### config.mk
export PLATFORM = sky130hd
export DESIGN_NAME = l2cache_stub_regs
export DESIGN_NICKNAME = d
export VERILOG_FILES = /design/src/rtl/l2stub_pkg.sv /design/src/rtl/l2stub_decode.sv /design/src/rtl/l2stub_datapath.sv /design/src/rtl/l2cache_stub_regs.sv
export SDC_FILE = /design/constraint.sdc
export NUM_CORES = 1
export LEC_CHECK = 0
export CAP_MARGIN = 20
export CORE_MARGIN = 2
export CORE_UTILIZATION = 60
export CTS_CLUSTER_DIAMETER = 30
export DETAILED_ROUTE_END_ITERATION = 10
export DONT_BUFFER_PORTS = 1
export HOLD_SLACK_MARGIN = 0.05
export PLACE_DENSITY = 0.76
export SLEW_MARGIN = 30
export SYNTH_ARGS = -nofsm -noshare
export SYNTH_HDL_FRONTEND = slang
export SYNTH_SLANG_ARGS = --single-unit
### constraint.sdc
create_clock -name clk -period 5.7 [get_ports clk]
set_clock_uncertainty 0.05 [all_clocks]
set_input_delay 0.57 -clock clk [delete_from_list [all_inputs] [get_ports clk]]
set_output_delay 0.57 -clock clk [all_outputs]
set_load 0.1 [all_outputs]
### src/rtl/l2stub_pkg.sv
package l2stub_pkg;

  localparam int WORD_W = 32;
  localparam int OFS_W  = 12;

  localparam logic [OFS_W-1:0] OFS_ID      = 12'h000;
  localparam logic [OFS_W-1:0] OFS_TYPE    = 12'h004;
  localparam logic [OFS_W-1:0] OFS_CTRL    = 12'h100;
  localparam logic [OFS_W-1:0] OFS_AUX     = 12'h104;
  localparam logic [OFS_W-1:0] OFS_TAGLAT  = 12'h108;
  localparam logic [OFS_W-1:0] OFS_DATLAT  = 12'h10C;
  localparam logic [OFS_W-1:0] OFS_FLT_LO  = 12'hC00;
  localparam logic [OFS_W-1:0] OFS_FLT_HI  = 12'hC04;
  localparam logic [OFS_W-1:0] OFS_QUIET0  = 12'hF40;
  localparam logic [OFS_W-1:0] OFS_QUIET1  = 12'hF60;
  localparam logic [OFS_W-1:0] OFS_QUIET2  = 12'hF80;
  localparam logic [OFS_W-1:0] MAINT_FIRST = 12'h730;
  localparam logic [OFS_W-1:0] MAINT_LAST  = 12'h7FF;

  // number of plain read/write words kept in the datapath
  localparam int NUM_PLAIN = 5;

  typedef enum logic [3:0] {
    SEL_NONE,
    SEL_ID,
    SEL_TYPE,
    SEL_CTRL,
    SEL_AUX,
    SEL_TAGLAT,
    SEL_DATLAT,
    SEL_FLT_LO,
    SEL_FLT_HI,
    SEL_ZERO
  } regSel_e;

  // strobes from decode control to the register datapath
  typedef struct packed {
    logic    rdEn;
    logic    wrEn;
    regSel_e sel;
    logic    bad;
  } busStrobe_t;

  function automatic regSel_e plainSel(input int idx);
    case (idx)
      0:       return SEL_AUX;
      1:       return SEL_TAGLAT;
      2:       return SEL_DATLAT;
      3:       return SEL_FLT_LO;
      default: return SEL_FLT_HI;
    endcase
  endfunction

endpackage

### src/rtl/l2stub_decode.sv
module l2stub_decode
  import l2stub_pkg::*;
#(
  parameter int ADDR_W = 32
) (
  input  logic              psel,
  input  logic              penable,
  input  logic              pwrite,
  input  logic [ADDR_W-1:0] paddr,
  output busStrobe_t        stb
);

  logic             accessCyc;
  logic [OFS_W-1:0] offset;
  logic             inMaint;
  regSel_e          hitSel;
  logic             readOnlyHit;
  logic             unmapped;

  assign accessCyc = psel & penable;
  assign offset    = paddr[OFS_W-1:0];
  assign inMaint   = (offset >= MAINT_FIRST) && (offset <= MAINT_LAST);

  always_comb begin
    hitSel = SEL_NONE;
    if (inMaint) begin
      hitSel = SEL_ZERO;
    end else begin
      case (offset)
        OFS_ID:     hitSel = SEL_ID;
        OFS_TYPE:   hitSel = SEL_TYPE;
        OFS_CTRL:   hitSel = SEL_CTRL;
        OFS_AUX:    hitSel = SEL_AUX;
        OFS_TAGLAT: hitSel = SEL_TAGLAT;
        OFS_DATLAT: hitSel = SEL_DATLAT;
        OFS_FLT_LO: hitSel = SEL_FLT_LO;
        OFS_FLT_HI: hitSel = SEL_FLT_HI;
        OFS_QUIET0,
        OFS_QUIET1,
        OFS_QUIET2: hitSel = SEL_ZERO;
        default:    hitSel = SEL_NONE;
      endcase
    end
  end

  // identity and type words have no write side; a write there is stray
  assign readOnlyHit = pwrite && ((hitSel == SEL_ID) || (hitSel == SEL_TYPE));
  assign unmapped    = (hitSel == SEL_NONE) || readOnlyHit;

  always_comb begin
    stb.rdEn = accessCyc & ~pwrite;
    stb.wrEn = accessCyc & pwrite;
    stb.sel  = unmapped ? SEL_NONE : hitSel;
    stb.bad  = accessCyc & unmapped;
  end

endmodule

### src/rtl/l2stub_datapath.sv
module l2stub_datapath
  import l2stub_pkg::*;
#(
  parameter logic [WORD_W-1:0] ID_VALUE   = 32'h410000C8,
  parameter logic [WORD_W-1:0] TYPE_INIT  = 32'h1C100100,
  parameter logic [WORD_W-1:0] AUX_RESET  = 32'h02020000
) (
  input  logic              clk,
  input  logic              rstN,
  input  busStrobe_t        stb,
  input  logic [WORD_W-1:0] pwdata,
  output logic [WORD_W-1:0] rdata
);

  localparam int K_W        = 5;
  localparam int K_HI_SHIFT = 18;
  localparam int K_LO_SHIFT = 6;

  logic [WORD_W-1:0] plainQ [NUM_PLAIN];
  logic              ctrlQ;
  logic [WORD_W-1:0] typeQ = TYPE_INIT;
  logic [K_W-1:0]    sizeCode;
  logic [WORD_W-1:0] typeMix;
  logic [WORD_W-1:0] typeNext;
  logic [WORD_W-1:0] muxOut;

  function automatic logic [WORD_W-1:0] plainReset(input int idx);
    return (idx == 0) ? AUX_RESET : '0;
  endfunction

  // plain read/write words: aux, tag latency, data latency, filter bounds
  for (genvar gi = 0; gi < NUM_PLAIN; gi++) begin : gPlain
    always_ff @(posedge clk) begin
      if (!rstN) begin
        plainQ[gi] <= plainReset(gi);
      end else if (stb.wrEn && (stb.sel == plainSel(gi))) begin
        plainQ[gi] <= pwdata;
      end
    end
  end

  always_ff @(posedge clk) begin
    if (!rstN) begin
      ctrlQ <= 1'b0;
    end else if (stb.wrEn && (stb.sel == SEL_CTRL)) begin
      ctrlQ <= pwdata[0];
    end
  end

  // way-size and associativity code taken from the aux word (index 0)
  assign sizeCode = {plainQ[0][19:17], 1'b0, plainQ[0][16]};
  assign typeMix  = (WORD_W'(sizeCode) << K_HI_SHIFT) |
                    (WORD_W'(sizeCode) << K_LO_SHIFT);
  assign typeNext = typeQ | typeMix;

  // type word: no reset, bits only accumulate on reads
  always_ff @(posedge clk) begin
    if (stb.rdEn && (stb.sel == SEL_TYPE)) begin
      typeQ <= typeNext;
    end
  end

  always_comb begin
    case (stb.sel)
      SEL_ID:     muxOut = ID_VALUE;
      SEL_TYPE:   muxOut = typeNext;
      SEL_CTRL:   muxOut = {{(WORD_W-1){1'b0}}, ctrlQ};
      SEL_AUX:    muxOut = plainQ[0];
      SEL_TAGLAT: muxOut = plainQ[1];
      SEL_DATLAT: muxOut = plainQ[2];
      SEL_FLT_LO: muxOut = plainQ[3];
      SEL_FLT_HI: muxOut = plainQ[4];
      default:    muxOut = '0;
    endcase
  end

  assign rdata = stb.rdEn ? muxOut : '0;

endmodule

### src/rtl/l2cache_stub_regs.sv
module l2cache_stub_regs
  import l2stub_pkg::*;
#(
  parameter int          ADDR_W    = 32,
  parameter logic [31:0] ID_VALUE  = 32'h410000C8,
  parameter logic [31:0] TYPE_INIT = 32'h1C100100,
  parameter logic [31:0] AUX_RESET = 32'h02020000
) (
  input  logic              clk,
  input  logic              rstN,
  input  logic              psel,
  input  logic              penable,
  input  logic              pwrite,
  input  logic [ADDR_W-1:0] paddr,
  input  logic [31:0]       pwdata,
  output logic [31:0]       prdata,
  output logic              badAccess
);

  busStrobe_t stb;

  l2stub_decode #(.ADDR_W(ADDR_W)) uDecode (
    .psel    (psel),
    .penable (penable),
    .pwrite  (pwrite),
    .paddr   (paddr),
    .stb     (stb)
  );

  l2stub_datapath #(
    .ID_VALUE  (ID_VALUE),
    .TYPE_INIT (TYPE_INIT),
    .AUX_RESET (AUX_RESET)
  ) uData (
    .clk    (clk),
    .rstN   (rstN),
    .stb    (stb),
    .pwdata (pwdata),
    .rdata  (prdata)
  );

  assign badAccess = stb.bad;

endmodule

==> metrics.txt <==
relative slew slack 32.1%; Yosys top cell by area edfxtp_1; Clock Path Buffers 2; Yosys reg bits 169; Post-CTS Setup Bufs 0; placed instance area 0.00843 mm2; root buffer cell clkbuf_16; die area 0.0141 mm2; hold path cells 1; Crit. End Element primary output; initial antenna violation count 0; Adder-Cell Fraction of Synth Area 0%; Achievable Freq 233 MHz; largest net degree at the start of global routing 62; ys async rst share 0%; P per Cell Area 306 mW/mm2; area grow syn2layout 15.2%; Simple-Gate Fraction of Synth Area 18.2%; layout cells sized above 1 22.1%; number of synthesis warnings 0; post-CTS sizing 0; Port Buffers 0; dpl hpwl 10,000 um; NetSw 545 uW; Worst Tran Pin Value 1020 ps; Leak 0.00320 uW; wire length per cell 22.9 um; cell count after synthesis 593; final setup fails 0; CTS clk-pin slew, worst paths 60 ps; initial DRC count 507; Critical Path Fanout Max 19; switch share 19.6%; synthesized area 0.00788 mm2; Synth top area share 64.0%; Avg Cell Area, Syn 13.3 um2; xor/xnor share of the synthesized area 0.111%; clk_lat worst skew 410 ps; # DRC 0; first-pass GRT wire length 28,600 um; Synth Area in Compound Gates 8.21%; top post-synthesis cells by area edfxtp_1 (64%), and2_1 (13%), mux2i_1 (6.1%), a21oi_1 (1.7%), o2bb2ai_1 (1.6%); Slew Limit Fails 0; antenna cells 0; multiplexer area fraction after synthesis 6.67%; Die Width 119 um; fin area 0.00908 mm2; RSZ-0062 raised after global routing false; H-tree levels 4; clk sinks 169; Yosys cell types 53; via/cell ratio 6.29; Placement Setup Slack 1470 ps; Core Footprint 0.0127 mm2; hold buffer count at cts 0; # rows 41; part of the power in registers 51.8%; Total Nets Final 686; Synth Net Count 662; vias in the first global route 5,263; Total Power 2780 uW; GR Util All Layers 27.1%; largest family of logic cells by synthesized area simple AND/OR/NAND/NOR gates; crit path from paddr[4]; TritonCTS clock tree built; setup_tns 0 ps; total wire length 18,400 um; Final Cycle Share 75.2%; drt pass-1 iters 4; clock power share 45.0%; final count of hold timing violations 0; Critical R2R Launch uData.plainQ[0][16]$_SDFFCE_PN0P_; Vias 5,048; Hold Crit Class primary input to flip-flop; Initial Utilization 61.9%; cell internal pwr 2230 uW; Tmin final 4290 ps; Critical Path AT 3670 ps; Worst setup SP type primary input; r2r worst-path depth 1; Final Worst Setup Slack 1410 ps; die height 119 um; EDFF count, synth 168; status complete, no violations; post-route ant nets 0; Max-Cap Viols 0; post-synthesis sequential area ratio 64.3%; VDD IR max 0.184 mV; Comb power frac 3.2%; min-delay src rstN; GR Overflow Total 0; top_reg_cell synth edfxtp_1; I/O pin cnt 102; gpl congestion 0.904; CTS buffer count 17; required time of the critical path 5080 ps; critical path class primary input to primary output
[flip-flops by register name, summed over array words and instances, names as in the netlist]
signal        cells
uData.ctrlQ       1
uData.plainQ    160
uData.typeQ       8
[cells in the mapped netlist, drive strengths merged (2+ instances only)]
cell and n:
edfxtp 168, and2 158, mux2i 48, clkbuf 32, a21oi 27, nor2 22, o22ai 19, o2bb2ai 15
nand2 14, or2 11, buf 9, a221oi 7, a222oi 4, and3 4, mux2 4, nand3 4
nor3 4, a31oi 3, inv 3, nor4b 3, o31ai 3, or4 3, nand2b 2, nor4 2
o2111ai 2, o21ai 2, or3 2
[metal layers]
layer	GRT usage, %	vias up	share of wire, %
li1	-	2243	-
met2	44.7	232	51
met4	9.75	0	1.7
met1	35.2	2540	40
met3	6.37	33	7.8
met5	0	-	0
[critical path, stage by stage]
cell       delay, ps
or3_4            380
nor4b_2          660
and4_1           990
buf_4            400
a221oi_1         140
o2bb2ai_2        190
buf_4            320
[stage by stage]
| stage | cells | util (%) | hold slack [ps] |
|---|---|---|---|
| CTS | 802 | 71.4 | 235 |
| detailed placement | 770 | 66.3 | 473 |
| global route | 802 | 71.4 | 228 |
| global placement | 770 | 66.1 | 450 |
| finish | 802 | 71.4 | 244 |
| floorplan | 593 | - | 435 |
[path summary, 6_finish.rpt]
kind                                                  to  slack, ps
worst max-delay path                          prdata[18]       1410
worst max register to register  uData.typeQ[6]$_DFFE_PP_       4590
worst min-delay path            uData.ctrlQ$_SDFFE_PN0P_        240
worst min register to register  uData.ctrlQ$_SDFFE_PN0P_        500
[cell usage in the layout (no fill, tap or decap), drive strengths merged, types with 2 or more instances in the layout]
master    instances
a31oi             3
clkinvlp          3
o31ai             3
bufinv            5
edfxtp          168
mux2              4
or3               2
nor2             22
nor4b             3
nand3             4
inv               6
nand2b            2
o22ai            19
o2bb2ai          15
a21oi            27
nor4              2
o21ai             2
clkbuf           17
a222oi            4
clkinv            5
or2              11
mux2i            48
a221oi            7
nor3              4
and3              4
and2            158
buf              46
or4               3
nand2            14
o2111ai           2
[cell type report]
class | instances | area, um2
flip-flops and latches | 169 | 5060
fillers | 855 | 3640
multi-input cells | 379 | 2790
clock buffers | 17 | 425
repair buffers | 46 | 345
clock inverters | 15 | 221
well taps | 172 | 215
inverters | 4 | 15.0
[power by group through the flow]
| stage | logic, uW | registers, uW | clock network [uW] |
|---|---|---|---|
| detailed placement | 87.9 | 1460 | 0 |
| floorplan | 72.1 | 1460 | 0 |
| finish | 88.4 | 1440 | 1250 |
| global placement | 85.4 | 1460 | 0 |
| global route | 95.1 | 1440 | 1310 |
| CTS | 88.9 | 1440 | 1250 |
[cells by family (layout without fill, tap and decap cells)]
logic type             Yosys count  in the layout
AND/OR/NAND/NOR                234            234
flip-flops                     169            169
AO/OA/AOI/OAI                   92             92
multiplexers                    52             52
buffers and inverters           45             82
XOR/XNOR                         1              1
No activity file was read; power rests on OpenSTA's default activity.
